### src/rtl/ictr_pkg.sv
package ictr_pkg;
  typedef enum logic [1:0] {
    ACC_LATCH = 2'b00,
    ACC_LO    = 2'b01,
    ACC_HI    = 2'b10,
    ACC_LOHI  = 2'b11
  } acc_e;

  typedef struct packed {
    logic [1:0] sel;
    acc_e       acc;
    logic [2:0] mode;
    logic       bcd;
  } cw_t;
endpackage

### src/rtl/itb_loader.sv
module itb_loader import ictr_pkg::*; #(
  parameter int BYTE_W = 8
) (
  input  logic                clk_i,
  input  logic                rst_ni,
  input  logic                prog_i,
  input  acc_e                acc_i,
  input  logic                wr_i,
  input  logic [BYTE_W-1:0]   wdata_i,
  output acc_e                acc_o,
  output logic [2*BYTE_W-1:0] reload_o,
  output logic                load_o
);
  acc_e              acc_q;
  logic              hi_next_q;
  logic [BYTE_W-1:0] lo_q;
  logic [2*BYTE_W-1:0] reload_q;

  always_ff @(posedge clk_i or negedge rst_ni) begin
    if (!rst_ni) begin
      acc_q     <= ACC_LOHI;
      hi_next_q <= 1'b0;
      lo_q      <= '0;
      reload_q  <= '0;
    end else if (prog_i) begin
      acc_q     <= acc_i;
      hi_next_q <= 1'b0;
    end else if (wr_i) begin
      unique case (acc_q)
        ACC_LO: reload_q <= {{BYTE_W{1'b0}}, wdata_i};
        ACC_HI: reload_q <= {wdata_i, {BYTE_W{1'b0}}};
        default: begin
          if (!hi_next_q) begin
            lo_q      <= wdata_i;
            hi_next_q <= 1'b1;
          end else begin
            reload_q  <= {wdata_i, lo_q};
            hi_next_q <= 1'b0;
          end
        end
      endcase
    end
  end

  // completion pulse: single-byte modes, or second byte of a pair
  assign load_o   = wr_i && !prog_i && (acc_q != ACC_LOHI || hi_next_q);
  assign acc_o    = acc_q;
  assign reload_o = reload_q;
endmodule

### src/rtl/itb_counter.sv
module itb_counter #(
  parameter int CNT_W = 16
) (
  input  logic             clk_i,
  input  logic             rst_ni,
  input  logic             tick_i,
  input  logic             gate_i,
  input  logic             prog_i,
  input  logic             sq_mode_i,
  input  logic             load_i,
  input  logic [CNT_W-1:0] reload_i,
  output logic [CNT_W-1:0] count_o,
  output logic             out_o
);
  logic             sq_q, armed_q, pend_q, run_q, out_q, gate_q;
  logic [CNT_W-1:0] cnt_q, step;
  logic             gate_rise, at_end;

  assign gate_rise = gate_i & ~gate_q;

  // odd square-wave reload: step 1 first in the high half, 3 in the low half
  always_comb begin
    if (!sq_q)          step = CNT_W'(1);
    else if (!cnt_q[0]) step = CNT_W'(2);
    else if (out_q)     step = CNT_W'(1);
    else                step = CNT_W'(3);
  end

  assign at_end = sq_q ? (cnt_q <= step) : (cnt_q == CNT_W'(1));

  always_ff @(posedge clk_i or negedge rst_ni) begin
    if (!rst_ni) begin
      gate_q  <= 1'b0;
      sq_q    <= 1'b0;
      armed_q <= 1'b0;
      pend_q  <= 1'b0;
      run_q   <= 1'b0;
      out_q   <= 1'b1;
      cnt_q   <= '0;
    end else begin
      gate_q <= gate_i;
      if (prog_i) begin
        sq_q    <= sq_mode_i;
        armed_q <= 1'b0;
        pend_q  <= 1'b0;
        run_q   <= 1'b0;
        out_q   <= 1'b1;
      end else begin
        if (load_i) begin
          armed_q <= 1'b1;
          if (!run_q) pend_q <= 1'b1;
        end
        if (gate_rise && (armed_q || load_i)) begin
          pend_q <= 1'b1;
          run_q  <= 1'b0;
        end
        if (!gate_i) begin
          out_q <= 1'b1;
        end else if (tick_i) begin
          if (pend_q) begin
            cnt_q  <= reload_i;
            run_q  <= 1'b1;
            pend_q <= 1'b0;
            out_q  <= 1'b1;
          end else if (run_q) begin
            if (at_end) begin
              cnt_q <= reload_i;
              if (sq_q) out_q <= ~out_q;
            end else begin
              cnt_q <= cnt_q - step;
            end
          end
        end
      end
    end
  end

  assign count_o = cnt_q;
  assign out_o   = sq_q ? (out_q | ~gate_i)
                        : ~(run_q & gate_i & (cnt_q == CNT_W'(1)));
endmodule

### src/rtl/itb_readout.sv
module itb_readout import ictr_pkg::*; #(
  parameter int BYTE_W = 8
) (
  input  logic                clk_i,
  input  logic                rst_ni,
  input  logic                prog_i,
  input  logic                latch_i,
  input  logic                rd_i,
  input  acc_e                acc_i,
  input  logic [2*BYTE_W-1:0] count_i,
  output logic [BYTE_W-1:0]   rdata_o
);
  logic [2*BYTE_W-1:0] snap_q;
  logic                snap_vld_q, snap_hi_q, live_hi_q;

  always_ff @(posedge clk_i or negedge rst_ni) begin
    if (!rst_ni) begin
      snap_q     <= '0;
      snap_vld_q <= 1'b0;
      snap_hi_q  <= 1'b0;
      live_hi_q  <= 1'b0;
    end else if (prog_i) begin
      snap_vld_q <= 1'b0;
      snap_hi_q  <= 1'b0;
      live_hi_q  <= 1'b0;
    end else begin
      if (latch_i && !snap_vld_q) begin
        snap_q     <= count_i;
        snap_vld_q <= 1'b1;
        snap_hi_q  <= 1'b0;
      end
      if (rd_i) begin
        if (snap_vld_q) begin
          if (snap_hi_q) begin
            snap_vld_q <= 1'b0;
            snap_hi_q  <= 1'b0;
          end else begin
            snap_hi_q <= 1'b1;
          end
        end else if (acc_i == ACC_LOHI) begin
          live_hi_q <= ~live_hi_q;
        end
      end
    end
  end

  always_comb begin
    if (snap_vld_q) begin
      rdata_o = snap_hi_q ? snap_q[2*BYTE_W-1:BYTE_W] : snap_q[BYTE_W-1:0];
    end else begin
      unique case (acc_i)
        ACC_HI:   rdata_o = count_i[2*BYTE_W-1:BYTE_W];
        ACC_LOHI: rdata_o = live_hi_q ? count_i[2*BYTE_W-1:BYTE_W] : count_i[BYTE_W-1:0];
        default:  rdata_o = count_i[BYTE_W-1:0];
      endcase
    end
  end
endmodule

### src/rtl/interval_timer_bank.sv
module interval_timer_bank import ictr_pkg::*; #(
  parameter int N_CH   = 3,
  parameter int BYTE_W = 8
) (
  input  logic              clk_i,
  input  logic              rst_ni,
  input  logic              tick_i,
  input  logic [1:0]        addr_i,
  input  logic              wr_i,
  input  logic              rd_i,
  input  logic [BYTE_W-1:0] wdata_i,
  output logic [BYTE_W-1:0] rdata_o,
  input  logic [N_CH-2:0]   gate_i,
  input  logic              sys_wr_i,
  input  logic [1:0]        sys_wdata_i,
  output logic [N_CH-1:0]   out_o,
  output logic              spk_o
);
  localparam int          CNT_W     = 2 * BYTE_W;
  localparam logic [1:0]  CTRL_ADDR = 2'd3;
  localparam int          SYS_GATE  = 0;
  localparam int          SYS_SPK   = 1;

  logic [1:0]        sys_q;
  cw_t               cw;
  logic              cw_hit;
  logic              cw_unused;
  logic [BYTE_W-1:0] ch_rd [N_CH];

  assign cw        = cw_t'(wdata_i[7:0]);
  assign cw_hit    = wr_i && (addr_i == CTRL_ADDR);
  assign cw_unused = ^{cw.mode[2], cw.bcd};

  always_ff @(posedge clk_i or negedge rst_ni) begin
    if (!rst_ni)       sys_q <= '0;
    else if (sys_wr_i) sys_q <= sys_wdata_i;
  end

  for (genvar ch = 0; ch < N_CH; ch++) begin : g_ch
    logic             sel_hit, prog, latch, dwr, drd, gate, load;
    acc_e             acc;
    logic [CNT_W-1:0] reload, count;

    assign sel_hit = cw_hit && (cw.sel == 2'(ch));
    assign prog    = sel_hit && (cw.acc != ACC_LATCH);
    assign latch   = sel_hit && (cw.acc == ACC_LATCH);
    assign dwr     = wr_i && (addr_i == 2'(ch));
    assign drd     = rd_i && (addr_i == 2'(ch));

    if (ch == N_CH - 1) begin : g_sysgate
      assign gate = sys_q[SYS_GATE];
    end else begin : g_pingate
      assign gate = gate_i[ch];
    end

    itb_loader #(.BYTE_W(BYTE_W)) u_load (
      .clk_i, .rst_ni, .prog_i(prog), .acc_i(cw.acc), .wr_i(dwr),
      .wdata_i, .acc_o(acc), .reload_o(reload), .load_o(load)
    );

    itb_counter #(.CNT_W(CNT_W)) u_cnt (
      .clk_i, .rst_ni, .tick_i, .gate_i(gate), .prog_i(prog),
      .sq_mode_i(cw.mode[1:0] == 2'b11), .load_i(load), .reload_i(reload),
      .count_o(count), .out_o(out_o[ch])
    );

    itb_readout #(.BYTE_W(BYTE_W)) u_rd (
      .clk_i, .rst_ni, .prog_i(prog), .latch_i(latch), .rd_i(drd),
      .acc_i(acc), .count_i(count), .rdata_o(ch_rd[ch])
    );
  end

  always_comb begin
    rdata_o = '0;
    for (int i = 0; i < N_CH; i++)
      if (addr_i == 2'(i)) rdata_o = ch_rd[i];
  end

  assign spk_o = out_o[N_CH-1] & sys_q[SYS_SPK];
endmodule

### config.mk
export PLATFORM = sky130hd
export DESIGN_NAME = interval_timer_bank
export DESIGN_NICKNAME = d
export VERILOG_FILES = /design/src/rtl/ictr_pkg.sv /design/src/rtl/itb_loader.sv /design/src/rtl/itb_counter.sv /design/src/rtl/itb_readout.sv /design/src/rtl/interval_timer_bank.sv
export SDC_FILE = /design/constraint.sdc
export NUM_CORES = 1
export LEC_CHECK = 0
export BUFFER_PORTS_ARGS = -buffer_cell sky130_fd_sc_hd__buf_2
export CAP_MARGIN = 20
export CORE_MARGIN = 5
export CORE_UTILIZATION = 45
export DETAILED_ROUTE_END_ITERATION = 12
export PLACE_DENSITY_LB_ADDON = 0.25
export SLEW_MARGIN = 20
export SYNTH_ARGS = -nofsm -noshare
export SYNTH_HDL_FRONTEND = slang
export SYNTH_SLANG_ARGS = --single-unit
### constraint.sdc
create_clock -name clk_i -period 2.7 [get_ports clk_i]
set_clock_uncertainty 0.1 [all_clocks]
set_input_delay 0.405 -clock clk_i [delete_from_list [all_inputs] [get_ports clk_i]]
set_output_delay 0.405 -clock clk_i [all_outputs]
set_load 0.03 [all_outputs]
==> results.json, run 1 <==
{
  "setup.worst_path.end_class": "primary output",
  "ys.flop_type": "dfrtp_1",
  "post-route-util": 0.5597,
  "avgRoutedWirePerCell_um": 19.67,
  "cp-start-kind": "flip-flop",
  "violations": "setup timing",
  "reg2reg_slack_ps": -10,
  "yosysUniqueCellTypes": 74,
  "drtAntennaViolNets": 0,
  "coreArea_um2": 24390,
  "root_buffer": "clkbuf_16",
  "status": "finished with violations",
  "port_buffers": 31,
  "nNetsFinal": 1311,
  "io_pins": 32,
  "synth_edf_count": 0,
  "criticalPathCategory": "reg2out",
  "power.total_mw": 14.27,
  "worst_pin_slew_ps": 923.6,
  "finalCriticalPeriod_ps": 3075,
  "die-width_um": 167.7,
  "clk_pin_slew_ps": 60,
  "grt_pass1_wl_um": 50690,
  "hold_path.class": "in2reg",
  "dr.first_iter.drc_count": 793,
  "drc_errors": 0,
  "overflow": 0,
  "grt_max_degree": 57,
  "arrival_ps": 2570,
  "path_cells": "inv_2 -> ha_4 -> a21o_4 -> a221oi_2 -> a211oi_2 -> a31oi_1 -> o21ai_1 -> buf_4",
  "maxSlewViolCount": 0,
  "ys_async_sr_fraction": 1.000,
  "hold_viol": 0,
  "holdPathEnd": "sys_q[1]",
  "viasPerCell": 5.894,
  "clock_latency_ps": 540,
  "vias": 9524,
  "fin_ws_ps": -375.4,
  "dr.pass1.iters": 7,
  "dpl.cell_count": 1549,
  "row_count": 57,
  "cts_tree": "done",
  "cts_buffer_depth": 3,
  "ys_seq_area_frac": 0.4614,
  "critical_path_buf_inv_count": 2,
  "slowest_stage": "dfstp_2",
  "reg2reg_to": "g_ch[2].u_cnt.count_o[10]",
  "relSlewSlack": 0.3843,
  "cts.htree.levels": 1,
  "setup_viol": 9,
  "synth_seq_cells": 206,
  "antenna_found_initial": 1,
  "drive_gt1_frac": 0.2719,
  "netlist_area_um2": 11200,
  "start_util": 0.4590,
  "cts.sinks": 206,
  "fp.dieH_um": 167.7,
  "dieArea_um2": 28130,
  "syn-num-nets": 1226,
  "cp_top_family": "compound AO/OA/AOI/OAI gates",
  "cp_slowest_stage_delay_ps": 580,
  "whs_ps": 33.30,
  "clock.fmax_mhz": 325.2,
  "power.leakage_nw": 5.917,
  "min_path_cells": 2,
  "reg2reg_depth": 11,
  "hpwl_um": 21900,
  "ys_warn_count": 0,
  "drt_wl_total_um": 31780,
  "grt_pass1_vias": 9209,
  "r2r_start": "g_ch[2].u_cnt.out_q",
  "gp_congestion": 0.8837,
  "avgSynthCellArea_um2": 9.424,
  "final_cell_mix": "dfrtp_1 (190), nand2_1 (177), buf_4 (100)",
  "final_common_cell": "dfrtp_1",
  "max_cap_violations": 0,
  "finalCritPeriodShare": 1.139,
  "instances_no_fill": 1616,
  "cp_max_fo": 8,
  "power_density_nw_per_um2": 1045,
  "synth_cells": 1188,
  "area_growth_pct": 21.94,
  "cts_made_buffers": 24,
  "final.setup.tns_ps": -2605,
  "vdd_ir_drop_max_mv": 0.5044,
  "rsz0062_at_grt": "yes",
  "grt.total_usage": 0.2190,
  "hold_path.startpoint": "sys_wr_i",
  "critPathRequiredTime_ps": 2190
}
timing repair:
action / 4_1_cts / 5_1_grt
pin swaps: 18 / 12
hold endpoints to repair: 55 / 0
hold buffers: 5 / 0
resized for setup: 65 / 41
buffers inserted: 6 / 13
cloned: 0 / 2
endpoints found under the setup margin: 14 / 38
state kept, by name (all words and copies together), names as in the netlist, 6 cells and up:
name and count:
g_ch.u_load.acc_o 6, g_ch.u_load.reload_o 48, g_ch.u_rd.snap_q 48, g_ch.u_cnt.count_o 48, g_ch.u_load.lo_q 24
metal layers:
layer	vias up	track usage	share of wire
li1	4472	-	-
met1	4689	0.3136	0.45
met5	-	0	0
met4	0	0.07092	0.029
met2	296	0.3382	0.45
met3	67	0.04031	0.063
Yosys cell counts, types with 5 or more instances:
| library cell | instances | share of area |
|---|---|---|
| or2_2 | 10 | 0.0056 |
| nand2_1 | 179 | 0.060 |
| mux2i_1 | 49 | 0.044 |
| nor3b_1 | 7 | 0.0047 |
| o31ai_1 | 5 | 0.0034 |
| dfstp_2 | 9 | 0.021 |
| clkbuf_1 | 68 | 0.023 |
| nor3_1 | 18 | 0.0080 |
| and2_1 | 5 | 0.0028 |
| nand3b_1 | 6 | 0.0040 |
| inv_1 | 34 | 0.011 |
| a311o_1 | 6 | 0.0054 |
| a31oi_1 | 7 | 0.0039 |
| buf_1 | 9 | 0.0030 |
| a21o_1 | 7 | 0.0047 |
| or4_1 | 6 | 0.0040 |
| a221oi_1 | 23 | 0.018 |
| nor4_1 | 15 | 0.0084 |
| a221o_1 | 11 | 0.0098 |
| or3_1 | 12 | 0.0067 |
| o211ai_1 | 15 | 0.010 |
| nor2_1 | 85 | 0.028 |
| nand2b_1 | 11 | 0.0061 |
| mux2_2 | 70 | 0.070 |
| nor2b_1 | 5 | 0.0028 |
| a211oi_1 | 10 | 0.0067 |
| nand4_1 | 10 | 0.0056 |
| ha_1 | 15 | 0.017 |
| o22ai_1 | 9 | 0.0050 |
| buf_2 | 5 | 0.0022 |
| o21ai_0 | 59 | 0.026 |
| a21oi_1 | 83 | 0.037 |
| dfrtp_1 | 197 | 0.44 |
| nand3_1 | 40 | 0.018 |
| a2bb2oi_1 | 14 | 0.011 |
worst reg2reg max path: cells and delay by family, from the launching register on:
kind	cells	cell delay (ps)
multiplexers	1	180
AO/OA/AOI/OAI	3	580
adder cells (fa/ha/maj)	1	380
buffers and inverters	3	330
AND/OR/NAND/NOR	3	420
flip-flops	1	550
through the flow:
step	setup slack [ps]	area (µm²)
finish	-375.4	13650
global route	-431.9	13650
CTS	-344.9	13330
detailed placement	30.67	12180
global placement	54.92	12180
floorplan	45.49	11200
report_power, final:
group,leakage (nW),internal [mW],switching (mW)
clock,0.389,1.89,1.33
sequential,2.55,4.25,1.25
combinational,2.98,2.64,2.91
layout make-up:
class	count	area [µm²]
Clock inverter	13	111.4
Antenna cell	1	2.502
Timing Repair Buffer	147	1222
Sequential cell	206	5175
Tap cell	324	405.4
Multi-Input combinational cell	859	5917
Inverter	35	131.4
Fill cell	2166	10740
Clock buffer	31	686.9
cell families (layout without fill, tap and decap cells):
group,after synthesis,after routing,synth area share
compound gates,286,286,0.1711
xor+xnor,5,5,0.003912
fa+ha+maj,18,18,0.02213
buf+inv,123,226,0.04392
flops,206,206,0.4614
mux,119,119,0.1142
other cells,0,1,0
simple gates,431,431,0.1833
how the worst max path moves through the flow:
stage,end,from,cells past startpoint,slack [ps]
floorplan,g_ch[2].u_cnt.count_o[10],g_ch[2].u_cnt.out_q,11,50
global placement,rdata_o[1],g_ch[2].u_load.acc_o[0],8,50
detailed placement,g_ch[1].u_cnt.count_o[12],g_ch[1].u_cnt.count_o[0],8,30
CTS,rdata_o[0],g_ch[2].u_load.acc_o[0],8,-340
global route,rdata_o[2],g_ch[2].u_load.acc_o[1],7,-430
finish,rdata_o[6],g_ch[2].u_load.acc_o[0],8,-380
No activity file was read; power rests on OpenSTA's default activity.
==> run 2, diff against run 1 <==
--- a/config.mk
+++ b/config.mk
@@ -10,7 +10,8 @@
 export CORE_MARGIN = 5
 export CORE_UTILIZATION = 45
 export DETAILED_ROUTE_END_ITERATION = 12
-export PLACE_DENSITY_LB_ADDON = 0.25
+export PLACE_DENSITY_LB_ADDON = 0.08
+export SKIP_LAST_GASP = 1
 export SLEW_MARGIN = 20
 export SYNTH_ARGS = -nofsm -noshare
 export SYNTH_HDL_FRONTEND = slang
==> run 2 against run 1 <==
- the flow still finishes with violations (setup timing)
- critical path depth down 1
- register-to-register slack improved by 110 ps
- cell count up 0.37%
- global-route usage grew 1.4 points
- worst setup slack improved by 60 ps
- non-clock buffer count up 6
- critical path type unchanged
- largest cell class unchanged
- largest power group unchanged
==> results.json, run 2 (synthesis gave the netlist of run 1 again) <==
{
  "instances_no_fill": 1622,
  "fin_ws_ps": -314.9,
  "overflow": 0,
  "critPathRequiredTime_ps": 2190,
  "power.leakage_nw": 5.951,
  "drive_gt1_frac": 0.2704,
  "grt.total_usage": 0.2332,
  "cts.htree.levels": 1,
  "port_buffers": 31,
  "max_cap_violations": 0,
  "grt_pass1_wl_um": 52990,
  "setup_viol": 8,
  "clock.fmax_mhz": 331.7,
  "maxSlewViolCount": 0,
  "post-route-util": 0.5609,
  "whs_ps": 27.56,
  "drt_wl_total_um": 33280,
  "cts_made_buffers": 25,
  "reg2reg_depth": 8,
  "cts_tree": "done",
  "hpwl_um": 23830,
  "coreArea_um2": 24390,
  "avgRoutedWirePerCell_um": 20.52,
  "finalCriticalPeriod_ps": 3015,
  "gp_congestion": 0.8645,
  "hold_viol": 0,
  "dp_slack_ps": -105.2,
  "arrival_ps": 2510,
  "cp_max_fo": 5,
  "fp.dieH_um": 167.7,
  "min_path_cells": 2,
  "vias": 9596,
  "rsz0062_at_grt": "yes",
  "insertedDiodeCount": 0,
  "criticalPathCategory": "reg2out",
  "cp-start-kind": "flip-flop",
  "cts_buffer_depth": 3,
  "die-width_um": 167.7,
  "final_common_cell": "dfrtp_1",
  "setup.worst_path.end_class": "primary output",
  "final_cell_mix": "dfrtp_1 (194), nand2_1 (177), buf_4 (112)",
  "area_growth_pct": 22.19,
  "dpl.cell_count": 1556,
  "power_density_nw_per_um2": 1061,
  "grt_max_degree": 56,
  "root_buffer": "clkbuf_16",
  "status": "finished with violations",
  "worst_pin_slew_ps": 904.9,
  "clk_pin_slew_ps": 60,
  "violations": "setup timing",
  "nNetsFinal": 1318,
  "grt_pass1_vias": 9159,
  "dr.pass1.iters": 5,
  "cts.sinks": 206,
  "start_util": 0.4590,
  "hold_path.class": "in2reg",
  "antenna_found_initial": 0,
  "drc_errors": 0,
  "relSlewSlack": 0.3968,
  "clock_latency_ps": 510,
  "io_pins": 32,
  "row_count": 57,
  "vdd_ir_drop_max_mv": 0.5032,
  "viasPerCell": 5.916,
  "dieArea_um2": 28130,
  "drtAntennaViolNets": 0,
  "dr.first_iter.drc_count": 873,
  "finalCritPeriodShare": 1.117
}
run 2: routing by layer:
layer  global-route usage  vias to the layer above  part of all wire
met5                    0                        -                 0
met4              0.05469                        0             0.021
met3              0.02923                       47             0.045
met2               0.3477                      268              0.44
met1               0.3624                     4784              0.49
li1                     -                     4497                 -
run 2: timing repair:
item                                   4_1_cts  5_1_grt
resized for setup                           61       36
hold buffers                                 3        0
setup endpoints to repair                   11       49
gates cloned                                 0        1
endpoints found under the hold margin       49        0
pin swaps                                    9       17
buffers inserted                             3       14
run 2: critical path, cell delays in order (launching register included):
cell,delay (ps)
dfstp_2,590
ha_4,170
mux2i_4,300
buf_6,180
a221oi_2,70
a211oi_2,360
a221o_1,200
buf_6,130
run 2: area by class of cell:
type | instances | area (µm²)
fillers | 2191 | 10710
multi-input cells | 859 | 5939
flip-flops and latches | 206 | 5170
repair buffers | 153 | 1222
clock buffers | 37 | 740.7
well taps | 324 | 405.4
inverters | 35 | 131.4
clock inverters | 8 | 71.32
run 2: final timing paths:
kind,from,endpoint,slack (ps)
hold reg to reg,g_ch[2].u_load.reload_o[12],g_ch[2].u_load.reload_o[12],370
max in group asynchronous,rst_ni,g_ch[1].u_rd.snap_q[13],1410
setup / recovery,g_ch[2].u_load.acc_o[1],rdata_o[4],-310
hold / removal,sys_wdata_i[1],sys_q[1],30
min in group asynchronous,rst_ni,g_ch[0].u_cnt.count_o[9],320
setup reg to reg,g_ch[0].u_cnt.out_q,g_ch[0].u_cnt.count_o[11],100
run 2: where the power goes:
| part | internal [mW] | switching [mW] | total [mW] |
|---|---|---|---|
| clock | 1.99 | 1.31 | 3.30 |
| combinational | 2.70 | 2.99 | 5.70 |
| sequential | 4.24 | 1.28 | 5.52 |
| total | 8.93 | 5.59 | 14.5 |
run 2: per-stage QoR:
step	cell area, µm²	setup TNS (ps)	power [mW]
after floorplan	11200	0	8.478
after global placement	12230	-262.4	10.38
after detailed placement	12230	-233.7	10.46
after CTS	13380	-1846	14.16
after global routing	13680	-2764	15.42
final	13680	-2052	14.52
==> run 3, diff against run 2 <==
--- a/config.mk
+++ b/config.mk
@@ -10,6 +10,7 @@
 export CORE_MARGIN = 5
 export CORE_UTILIZATION = 45
 export DETAILED_ROUTE_END_ITERATION = 12
+export GPL_TIMING_DRIVEN = 0
 export PLACE_DENSITY_LB_ADDON = 0.08
 export SKIP_LAST_GASP = 1
 export SLEW_MARGIN = 20
==> run 3 against run 2 <==
- the run still ends with setup timing left
- die area stayed put
- flip-flop and latch count stayed put
- non-clock buffer count is 8 higher
- routed wire length is 0.49% lower
- core utilization is 0.26 points higher
- register-to-register slack worse by 90 ps
- clock power is 6.4% higher
- worst hold slack hardly changed
- via count is 1.4% lower
- worst setup slack worse by 67 ps
- cell count is 0.49% higher
- critical path type unchanged
- largest cell class unchanged
==> results.json, run 3 (synthesis gave the netlist of run 1 again) <==
{
  "final_common_cell": "nand2_1",
  "final_cell_mix": "nand2_1 (177), dfrtp_1 (175), a21oi_1 (81)",
  "cp_max_fo": 8,
  "reg2reg_to": "g_ch[2].u_cnt.count_o[15]",
  "cell_internal_pwr_mw": 9.061,
  "dieArea_um2": 28130,
  "hold_path.startpoint": "sys_wdata_i[0]",
  "finalCriticalPeriod_ps": 3082,
  "drc_errors": 0,
  "clock.fmax_mhz": 324.5,
  "path_common_cell": "buf_6",
  "place_area_um2": 11790,
  "min_path_cells": 2,
  "grt_max_degree": 88,
  "power_density_nw_per_um2": 1072,
  "setup_viol": 8,
  "cts.htree.levels": 1,
  "status": "finished with violations",
  "vias": 9464,
  "maxSlewViolCount": 0,
  "dr.first_iter.drc_count": 722,
  "hold_path.class": "in2reg",
  "drive_gt1_frac": 0.2527,
  "cts_made_buffers": 25,
  "violations": "setup timing",
  "gp_congestion": 0.8843,
  "drtAntennaViolNets": 0,
  "clkPwrFrac": 0.239,
  "nNetsFinal": 1326,
  "insertedDiodeCount": 0,
  "overflow": 0,
  "r2r_start": "g_ch[2].u_cnt.out_q",
  "setup.worst_path.end_class": "primary output",
  "avgRoutedWirePerCell_um": 20.32,
  "start_util": 0.4590,
  "port_buffers": 24,
  "pwr-share-comb": 0.385,
  "reg2reg_depth": 11,
  "grt.total_usage": 0.2297,
  "power.total_mw": 14.73,
  "post-route-util": 0.5635,
  "row_count": 57,
  "area_growth_pct": 22.75,
  "cts.sinks": 206,
  "reg2reg_slack_ps": 10,
  "rsz0062_at_grt": "yes",
  "fin_area_um2": 13740,
  "io_pins": 32,
  "dp_slack_ps": -414.6,
  "critPathRequiredTime_ps": 2190,
  "clk_pin_slew_ps": 60,
  "slowest_stage": "dfstp_2",
  "cp-start-kind": "flip-flop",
  "arrival_ps": 2580,
  "seqPwrFrac": 0.376,
  "worst_pin_slew_ps": 934.6,
  "viasPerCell": 5.806,
  "max_cap_violations": 0,
  "fp.dieH_um": 167.7,
  "coreArea_um2": 24390,
  "path_cells": "buf_6 -> ha_4 -> mux2i_4 -> buf_12 -> buf_4 -> a221oi_2 -> a211oi_2 -> a221o_1 -> buf_6",
  "cp_slowest_stage_delay_ps": 560,
  "critical_path_buf_inv_count": 4,
  "holdPathEnd": "sys_q[0]",
  "grt_pass1_vias": 9317,
  "antenna_found_initial": 0,
  "dr.pass1.iters": 5,
  "power.leakage_nw": 5.781,
  "relSlewSlack": 0.3718,
  "fin_ws_ps": -382.0,
  "root_buffer": "clkbuf_16",
  "cp_top_family": "compound AO/OA/AOI/OAI gates",
  "power_switching_mw": 5.671,
  "vdd_ir_drop_max_mv": 0.7349,
  "grt_pass1_wl_um": 52650,
  "cts_tree": "done",
  "clock_latency_ps": 520,
  "hold_viol": 0,
  "finalCritPeriodShare": 1.141,
  "cts_buffer_depth": 3,
  "hpwl_um": 22590,
  "criticalPathCategory": "reg2out",
  "netSwitchingFraction": 0.3849,
  "drt_wl_total_um": 33120,
  "die-width_um": 167.7
}
run 3: per-layer routing:
| layer | track usage | routed length (µm) |
|---|---|---|
| met5 | 0 | 0 |
| met4 | 0.05328 | 761 |
| met3 | 0.03182 | 1458 |
| met2 | 0.3610 | 15160 |
| met1 | 0.3392 | 15740 |
run 3: layout make-up:
cell class                      instances  area (µm²)
Sequential cell                       206        5194
Multi-Input combinational cell        859        6072
Timing Repair Buffer                   79       699.4
Tap cell                              324       405.4
Inverter                               35       131.4
Fill cell                            2172       10650
Clock inverter                          9       148.9
Buffer                                 82       385.4
Clock buffer                           36       706.9
run 3: how the worst max path moves through the flow:
| stage | depth (start not counted) | to | slack (ps) | start |
|---|---|---|---|---|
| final | 9 | rdata_o[1] | -380 | g_ch[2].u_load.acc_o[1] |
| after global routing | 9 | rdata_o[1] | -440 | g_ch[2].u_load.acc_o[1] |
| after CTS | 8 | rdata_o[6] | -260 | g_ch[2].u_load.acc_o[1] |
| after detailed placement | 8 | g_ch[0].u_cnt.count_o[14] | -410 | g_ch[0].u_cnt.sq_q |
| after global placement | 1 | g_ch[2].u_load.reload_o[10] | -2600 | rst_ni |
| after floorplan | 11 | g_ch[2].u_cnt.count_o[10] | 50 | g_ch[2].u_cnt.out_q |
run 3: power groups by stage:
stage               logic, mW  registers, mW  clock network, mW
detailed placement       4.61           5.38                  0
global route             6.22           5.67               3.73
finish                   5.67           5.55               3.51
floorplan                3.55           4.93                  0
global placement         4.53           5.36                  0
CTS                      5.31           5.47               3.59
run 3: per-stage QoR:
step	instances	setup TNS (ps)	hold WS [ps]
2_1_floorplan	1188	0	9.409
3_3_place_gp	1536	-539890	354.3
3_5_place_dp	1538	-19570	262.8
4_1_cts	1608	-2212	7.285
5_1_grt	1630	-3548	21.69
6_report	1630	-2331	27.19
run 3: worst register-to-register path, stage by stage (launching register included):
cell and delay, ps:
dfstp_2 550, nand2_1 60, nand2_2 80, inv_2 50, fa_2 420, o21a_1 200, or2_4 250, a21oi_4 240
buf_6 150, buf_16 120, mux2i_2 260, a2bb2oi_2 80
run 3: what timing repair did:
action | 4_1_cts | 5_1_grt
setup buffers | 24 | 24
pin swaps | 24 | 26
endpoints found under the hold margin | 55 | 0
hold buffers | 4 | 0
setup endpoints to repair | 55 | 69
gates cloned | 1 | 0
gates resized for setup | 115 | 49
